`config.mk`:
```
export PLATFORM = sky130hd
export DESIGN_NAME = ccs_adder
export DESIGN_NICKNAME = d
export VERILOG_FILES = /design/src/rtl/ccs_pkg.sv /design/src/rtl/ccs_rst_sync.sv /design/src/rtl/ccs_rail_slice.sv /design/src/rtl/ccs_complete_detect.sv /design/src/rtl/ccs_step_counter.sv /design/src/rtl/ccs_adder.sv
export SDC_FILE = /design/constraint.sdc
export NUM_CORES = 1
export LEC_CHECK = 0
export ABC_AREA = 1
export BUFFER_PORTS_ARGS = -buffer_cell sky130_fd_sc_hd__buf_2
export CORE_UTILIZATION = 36
export DETAILED_ROUTE_END_ITERATION = 8
export GPL_TIMING_DRIVEN = 0
export PLACE_DENSITY = 0.6
export RECOVER_POWER = 100
export SKIP_LAST_GASP = 1
export SYNTH_ARGS = -nofsm -noshare
export SYNTH_HDL_FRONTEND = slang
export SYNTH_SLANG_ARGS = --single-unit
```
`constraint.sdc`:
```
create_clock -name clk -period 6.3 [get_ports clk]
set_input_delay 0.945 -clock clk [delete_from_list [all_inputs] [get_ports clk]]
set_output_delay 0.945 -clock clk [all_outputs]
set_load 0.02 [all_outputs]
```
`src/rtl/ccs_pkg.sv`:
```
package ccs_pkg;

  // Two-wire carry code: c = carry known to be 1, n = carry known to be 0.
  typedef struct packed {
    logic c;
    logic n;
  } rail_t;

  localparam rail_t RAIL_UNKNOWN = '{c: 1'b0, n: 1'b0};

  // Code of a carry whose value is already certain.
  function automatic rail_t rail_resolved(input logic value);
    rail_t r;
    r.c = value;
    r.n = ~value;
    return r;
  endfunction

endpackage

```
`src/rtl/ccs_rst_sync.sv`:
```
module ccs_rst_sync (
  input  logic clk,
  input  logic rst_n,
  output logic rst_sn
);

  logic [1:0] sync_q;

  always_ff @(posedge clk or negedge rst_n) begin
    if (!rst_n) begin
      sync_q <= 2'b00;
    end else begin
      sync_q <= {sync_q[0], 1'b1};
    end
  end

  assign rst_sn = sync_q[1];

endmodule

```
`src/rtl/ccs_rail_slice.sv`:
```
module ccs_rail_slice
  import ccs_pkg::*;
(
  input  logic  a_bit,
  input  logic  b_bit,
  input  rail_t below,
  output rail_t next_rail
);

  // Equal bits fix the carry-out by themselves; differing bits pass the
  // lower neighbour's code upward.
  always_comb begin
    if (a_bit == b_bit) begin
      next_rail = rail_resolved(a_bit);
    end else begin
      next_rail = below;
    end
  end

endmodule

```
`src/rtl/ccs_complete_detect.sv`:
```
module ccs_complete_detect #(
  parameter int WIDTH = 16
) (
  input  logic [WIDTH-1:0] rail_c,
  input  logic [WIDTH-1:0] rail_n,
  output logic             all_known
);

  logic [WIDTH-1:0] known_w;

  assign known_w   = rail_c | rail_n;
  assign all_known = &known_w;

endmodule

```
`src/rtl/ccs_step_counter.sv`:
```
module ccs_step_counter #(
  parameter int CNT_W = 5
) (
  input  logic             clk,
  input  logic             rst_sn,
  input  logic             clr,
  input  logic             en,
  output logic [CNT_W-1:0] step
);

  logic [CNT_W-1:0] step_d;
  logic [CNT_W-1:0] step_q;

  always_comb begin
    step_d = step_q;
    if (clr) begin
      step_d = '0;
    end else if (en) begin
      step_d = step_q + CNT_W'(1);
    end
  end

  always_ff @(posedge clk or negedge rst_sn) begin
    if (!rst_sn) begin
      step_q <= '0;
    end else begin
      step_q <= step_d;
    end
  end

  assign step = step_q;

endmodule

```
`src/rtl/ccs_adder.sv`:
```
module ccs_adder
  import ccs_pkg::*;
#(
  parameter int WIDTH = 16,
  parameter int CNT_W = $clog2(WIDTH + 1)
) (
  input  logic             clk,
  input  logic             rst_n,
  input  logic             start_i,
  input  logic [WIDTH-1:0] a_i,
  input  logic [WIDTH-1:0] b_i,
  input  logic             cin_i,
  output logic [WIDTH-1:0] sum_o,
  output logic             cout_o,
  output logic             done_o,
  output logic [CNT_W-1:0] cycles_o
);

  localparam int MSB = WIDTH - 1;

  logic rst_sn;

  // state registers
  logic             busy_q,  busy_d;
  logic             done_q,  done_d;
  logic [WIDTH-1:0] a_q,     a_d;
  logic [WIDTH-1:0] b_q,     b_d;
  logic             cin_q,   cin_d;
  logic [WIDTH-1:0] rc_q,    rc_d;
  logic [WIDTH-1:0] rn_q,    rn_d;
  logic [WIDTH-1:0] sum_q,   sum_d;
  logic             cout_q,  cout_d;
  logic [CNT_W-1:0] cyc_q,   cyc_d;

  // datapath nets
  rail_t            below_w [WIDTH];
  rail_t            next_w  [WIDTH];
  logic [WIDTH-1:0] rc_nx;
  logic [WIDTH-1:0] rn_nx;
  logic [WIDTH-1:0] carry_in_w;
  logic [WIDTH-1:0] sum_w;
  logic             all_known;
  logic             cnt_clr;
  logic             cnt_en;
  logic [CNT_W-1:0] step;

  ccs_rst_sync u_rst (
    .clk    (clk),
    .rst_n  (rst_n),
    .rst_sn (rst_sn)
  );

  // one slice per bit; bit 0 takes the carry-in as its lower neighbour
  for (genvar i = 0; i < WIDTH; i++) begin : g_slice
    if (i == 0) begin : g_lsb
      assign below_w[i] = rail_resolved(cin_q);
    end else begin : g_up
      assign below_w[i] = {rc_q[i-1], rn_q[i-1]};
    end

    ccs_rail_slice u_slice (
      .a_bit     (a_q[i]),
      .b_bit     (b_q[i]),
      .below     (below_w[i]),
      .next_rail (next_w[i])
    );

    assign rc_nx[i]      = next_w[i].c;
    assign rn_nx[i]      = next_w[i].n;
    assign carry_in_w[i] = below_w[i].c;
  end

  assign sum_w = a_q ^ b_q ^ carry_in_w;

  ccs_complete_detect #(.WIDTH(WIDTH)) u_detect (
    .rail_c    (rc_q),
    .rail_n    (rn_q),
    .all_known (all_known)
  );

  ccs_step_counter #(.CNT_W(CNT_W)) u_count (
    .clk    (clk),
    .rst_sn (rst_sn),
    .clr    (cnt_clr),
    .en     (cnt_en),
    .step   (step)
  );

  // next-state logic
  always_comb begin
    busy_d  = busy_q;
    done_d  = done_q;
    a_d     = a_q;
    b_d     = b_q;
    cin_d   = cin_q;
    rc_d    = rc_q;
    rn_d    = rn_q;
    sum_d   = sum_q;
    cout_d  = cout_q;
    cyc_d   = cyc_q;
    cnt_clr = 1'b0;
    cnt_en  = 1'b0;
    if (busy_q) begin
      if (all_known) begin
        busy_d = 1'b0;
        done_d = 1'b1;
        sum_d  = sum_w;
        cout_d = rc_q[MSB];
        cyc_d  = step;
      end else begin
        rc_d   = rc_nx;
        rn_d   = rn_nx;
        cnt_en = 1'b1;
      end
    end else if (start_i) begin
      busy_d  = 1'b1;
      done_d  = 1'b0;
      a_d     = a_i;
      b_d     = b_i;
      cin_d   = cin_i;
      rc_d    = {WIDTH{RAIL_UNKNOWN.c}};
      rn_d    = {WIDTH{RAIL_UNKNOWN.n}};
      cnt_clr = 1'b1;
    end
  end

  // registers
  always_ff @(posedge clk or negedge rst_sn) begin
    if (!rst_sn) begin
      busy_q <= 1'b0;
      done_q <= 1'b0;
      a_q    <= '0;
      b_q    <= '0;
      cin_q  <= 1'b0;
      rc_q   <= '0;
      rn_q   <= '0;
      sum_q  <= '0;
      cout_q <= 1'b0;
      cyc_q  <= '0;
    end else begin
      busy_q <= busy_d;
      done_q <= done_d;
      a_q    <= a_d;
      b_q    <= b_d;
      cin_q  <= cin_d;
      rc_q   <= rc_d;
      rn_q   <= rn_d;
      sum_q  <= sum_d;
      cout_q <= cout_d;
      cyc_q  <= cyc_d;
    end
  end

  assign sum_o    = sum_q;
  assign cout_o   = cout_q;
  assign done_o   = done_q;
  assign cycles_o = cyc_q;

endmodule

```
Word-level counts from Yosys, hierarchy flattened
Index checks and enable logic that the tools add are counted.
{ "classes": {"add_sub_neg": 1, "multipliers": 0, "div_mod_pow": 0, "n_lt_le_gt_ge": 0, "n_eq_ne": 18, "shift": 0, "n_mux": 31, "n_bitwise": 21, "reduce_logical": 7} }
{ "ops": {"columns": ["op", "count"], "rows": [
  ["$mux 16", 5],
  ["$mux 2", 16],
  ["$xor 16x16->16", 2],
  ["$not 1->1", 18],
  ["$reduce_and 17->1", 1],
  ["$eq 1x1->1", 16],
  ["$or 16x16->16", 1],
  ["$reduce_and 16->1", 1],
  ["$mux 5", 2],
  ["$mux 1", 8],
  ["$reduce_and 2->1", 3],
  ["$add 5x1->5 const B", 1],
  ["$reduce_bool 2->1", 2],
  ["$ne 2x1->1 const B", 1],
  ["$ne 2x2->1 const B", 1]
]} }
{ "word_totals": {"reg_bits": 96, "latch_bits": 0, "ram_bits": 0, "romBits": 0, "input_bits": 36, "word_cells": 90, "n_memories": 0} }

Depth between registers and ports, before layout
{ "logic_depth": {"ltp_word": 6, "depth_mapped": 10, "mapped_depth_nobuf": 9} }

Cells and area by module
Synthesis repeated with hierarchy kept, for this count alone.
{ "unflattened": {"hier_cells": 680, "hier_area_um2": 4916.0} }
{ "modules_own_cells": {"columns": ["module", "n_inst", "cells_each", "area_per_inst_um2", "seq_area_each_um2"], "rows": [
  ["ccs_adder", 1, 473, 3928.8, 2227.1],
  ["ccs_rail_slice", 16, 7, 27.5, 0.0],
  ["ccs_step_counter", 1, 32, 266.5, 125.1],
  ["ccs_complete_detect", 1, 60, 226.5, 0.0],
  ["ccs_rst_sync", 1, 3, 53.8, 50.0]
]} }

Worst setup path before layout
Ideal clock, no wire load.
{ "synth_timing": {"kind": "input-to-reg", "from": "input port start_i", "to": "register a_q[0]", "t_arrival_ps": 1578, "setup_slack_ps": 4589, "path_stages": 4, "path_buffers": 2, "cell_sequence": "nand2_1 -> buf_2 -> buf_1 -> a21oi_1"} }
{ "synth_between": {"elab_chain_len": 1} }
{ "synth_lines": {"columns": ["item", "line", "rtl"], "rows": [
  ["start: declaration", "ccs_adder.sv:9", "input logic start_i,"],
  ["$reduce_and 2->1 (no source line)", null, null],
  ["end signal: assignment", "ccs_adder.sv:132", "a_q <= '0;"],
  ["end signal: assignment", "ccs_adder.sv:143", "a_q <= a_d;"],
  ["end: declaration", "ccs_adder.sv:26", "logic [WIDTH-1:0] a_q, a_d;"]
]} }
No other way between the ends.
A chain may end at the register's enable or synchronous reset.

Worst setup path in the final report
{ "layout_timing": {"from": "register rc_q[1]", "to": "register rc_q[5]"} }
{ "layout_between": {"elab_chain_len": 4} }
{ "layout_lines": {"columns": ["item", "line", "rtl"], "rows": [
  ["start: declaration", "ccs_adder.sv:29", "logic [WIDTH-1:0] rc_q, rc_d;"],
  ["start signal: assignment", "ccs_adder.sv:146", "rc_q <= rc_d;"],
  ["$or 16x16->16", "ccs_complete_detect.sv:11", "assign known_w = rail_c | rail_n;"],
  ["$reduce_and 16->1", "ccs_complete_detect.sv:12", "assign all_known = &known_w;"],
  ["$ne 2x2->1 (no source line)", null, null],
  ["$reduce_and 2->1 (no source line)", null, null]
]} }
No other way between the ends.

==> impl_metrics.tcl <==
set metrics [dict create \
    prevailing_post_synth_register_cell "sky130_fd_sc_hd__dfrtp_1" \
    numPortBuffers 58 \
    path_cells "nor2_1 > nor2_1 > nand2_1 > nor2_1 > nand2_2 > nand2_1 > clkbuf_1 > clkbuf_1 > nand3_1 > nand2_1" \
    global_route.overflow_total 0 \
    multiInputGateArea_um2 1800 \
    gp_congestion 0.7928 \
    yosys.area_share.simple_pct 27.51 \
    final.period_utilization_pct 37.56 \
    wirelength_mm 11.20 \
    ys_ff_latch 96 \
    setup_viol 0 \
    leading_cell_types_by_total_area_after_synthesis "sky130_fd_sc_hd__dfrtp_1 53%, sky130_fd_sc_hd__nand2_1 13%, sky130_fd_sc_hd__nand3_1 8.3%" \
    synth_area_per_cell_um2 8.166 \
    start_kind "flop" \
    holdCritPathClass "flop to flop" \
    synth_mux_area_share_pct 0.4988 \
    irDropWorstVdd_mv 0.1725 \
    routed_via_density 4.759 \
    fin_setup_tns_ps 0 \
    crit_path_start "rc_q[1]$_DFFE_PN0P_" \
    synthesis.instances 553 \
    finish.cell_count_without_fillers 794 \
    worstSetupEndpointType "flop" \
    core_region_area_um2 12110 \
    drt_first_pass_iters 7 \
    clk_pin_slew_ps 60 \
    synth_compound_area_share_pct 7.980 \
    via_count_of_the_first_global_routing_pass 3819 \
    run_status "finished, final reports clean" \
    std_cell_rows 40 \
    asyncSetResetFlopFracSynth_pct 100.0 \
    worst-path-max-fanout 10 \
    floorplan.die.height_um 114.0 \
    filler_cell_count 1280 \
    cts.path.max_buffers 2 \
    worst_r2r_startpoint "rc_q[1]$_DFFE_PN0P_" \
    drt-initial-drc-count 219 \
    timing.fmax_mhz 422.6 \
    chipWidth_um 114.0 \
    yosysTopAreaCell "sky130_fd_sc_hd__dfrtp_1" \
    synthesis.nets 590 \
    antenna-diode-count 0 \
    clock_skew_ps 6.118 \
    min_delay_path_depth 0 \
    detailedPlacementHpwl_mm 7.812 \
    reg2reg_depth 10 \
    max_cap_viol_count 0 \
    cts_post_setup_buffers_inserted 0 \
    drc 0 \
    tritoncts_clock_tree "yes" \
    slew_headroom_pct 29.49 \
    yosys.area_share.adder_pct 0.2771 \
    clk_root_buffer_cell "sky130_fd_sc_hd__clkbuf_16" \
    cts.sink_count 96 \
    pin_count_of_the_biggest_net_entering_global_routing 71 \
    post_cts_resized 0 \
    ranking_of_synthesized_cells_by_instance_count "157 x sky130_fd_sc_hd__nand2_1, 96 x sky130_fd_sc_hd__dfrtp_1, 75 x sky130_fd_sc_hd__nand3_1" \
    critical_path_required_ps 6570 \
    min-delay-start "u_rst.sync_q[0]$_DFF_PN0_" \
    critical_path.endpoint "rc_q[5]$_DFFE_PN0P_" \
    netlist.area_leader.share_pct 53.20 \
    avgRoutedWirePerCell_um 14.11 \
    grtUsageTotal_pct 18.91 \
    hold_violations 0 \
    final.min_clock_period_ps 2366 \
    cts-hold-fix-buffers 0 \
    ys_warn_count 0 \
    ys_types 20 \
    criticalPathCategory "flop to flop" \
    cpMaxStageDelayCell "sky130_fd_sc_hd__clkbuf_1" \
    antenna_found_initial 0 \
    synth_top_family_by_area "simple AND/OR/NAND/NOR gates" \
    flow.area_growth_from_synthesis_pct 16.18 \
    worst_path_largest_cell_delay_ps 550 \
    yosysMostFrequentCell "sky130_fd_sc_hd__nand2_1" \
    floorplan.io_pins 59 \
    postRouteAntennaNets 0 \
    route.vias.total 3779 \
    die_area_um2 12990 \
    grt_setup_unrepaired "no" \
    synth-edff-count 0 \
    cts_inserted_buffers 9 \
    drv_slew 0 \
    reg2reg_to "rc_q[5]$_DFFE_PN0P_" \
    clock_latency_ps 340 \
    finish.instance_area_um2 5246 \
    synthXorXnorAreaFrac_pct 3.685 \
    static-leakage-power_nw 2.742 \
    synth-seq-area-share_pct 53.20 \
    place_inst 780 \
    post_synth_instance_area_um2 4516 \
    timing_worst_slew_pin_value_ps 1058 \
    power-per-cell-area_nw_per_um2 539.3 \
    global_route_wire_length_before_repair_mm 18.85 \
    final_net_count 660 \
    arrival_ps 2640 \
    seq_area_um2 2402 \
    initial_cell_density_of_the_core_pct 37.28 \
    dpl-instance-area_um2 5047 \
    htreeDepth 3 \
    worst-r2r-setup-slack_ps 3930 \
    post_route_cells_drive_above_1_share_pct 9.585 \
]
-- area by class of cell --
type                       count  share of cell area [%]
timing repair buffer          59                   5.485
clock buffer                  14                   5.223
tap                          168                   4.007
buffer                        27                   2.242
sequential                    96                   45.79
inverter                      41                   2.933
multi-input combinational    389                   34.32
-- how the worst min path moves through the flow --
stage,to,slack (ps)
final,u_rst.sync_q[1]$_DFF_PN0_,360
after global routing,u_rst.sync_q[1]$_DFF_PN0_,360
after CTS,b_q[15]$_DFFE_PN0P_,250
after detailed placement,b_q[15]$_DFFE_PN0P_,250
after global placement,u_rst.sync_q[1]$_DFF_PN0_,340
after floorplan,u_rst.sync_q[1]$_DFF_PN0_,330
-- cell families (layout without fill, tap and decap cells) --
logic type,count (synthesis),in the layout
XOR/XNOR,19,19
adder cells (fa/ha/maj),1,1
multiplexers,2,2
flip-flops,96,96
AND/OR/NAND/NOR,301,301
buffers and inverters,68,141
other,1,1
AO/OA/AOI/OAI,65,65
-- where the power goes --
part / switching (mW) / internal (mW)
clock network: 0.220 / 0.296
logic: 0.748 / 0.456
registers: 0.206 / 0.904
-- worst max-delay path: cells and delay by family, from the launching register on --
kind | cells | cell delay [ps]
and+or+nand+nor | 8 | 910
buffers and inverters | 2 | 960
DFF | 1 | 420
-- metal layers --
metal | global-route usage, % | routed length (µm) | up-vias
met4 | 7.100 | 145 | 0
li1 | - | - | 1892
met3 | 2.444 | 398 | 9
met2 | 30.91 | 5291 | 60
met1 | 25.70 | 5366 | 1818
met5 | 0 | 0 | -
-- metrics by stage --
step           hold WS [ps]  total power [mW]  utilization, %  setup slack, ps
2_1_floorplan         331.2             2.029               -             3428
3_3_place_gp          336.5             2.318           41.42             2287
3_5_place_dp          249.3             2.366           41.67             4015
4_1_cts               252.6             2.896           43.94             4364
5_1_grt               364.0             3.097           43.32             3724
6_report              359.0             2.829           43.32             3934
-- state kept, by name, indices dropped and copies added (netlist names) --
name and flops:
cin_q 1, rc_q 16, sum_o 16, b_q 16, done_o 1, u_rst.sync_q 2
busy_q 1, u_count.step 5, a_q 16, cout_o 1, rn_q 16, cycles_o 5
-- cells in the final DEF (no fill, tap or decap), types with 14 or more instances in the layout --
cell type                  instances
sky130_fd_sc_hd__a21oi_1          32
sky130_fd_sc_hd__buf_2            41
sky130_fd_sc_hd__clkbuf_1         45
sky130_fd_sc_hd__dfrtp_1          96
sky130_fd_sc_hd__inv_1            41
sky130_fd_sc_hd__nand2_1         158
sky130_fd_sc_hd__nand3_1          75
sky130_fd_sc_hd__nor2_1           64
sky130_fd_sc_hd__o21a_1           14
sky130_fd_sc_hd__o21ai_0          19
sky130_fd_sc_hd__xor2_1           19
Note: power is estimated with default switching activity, not from simulation.
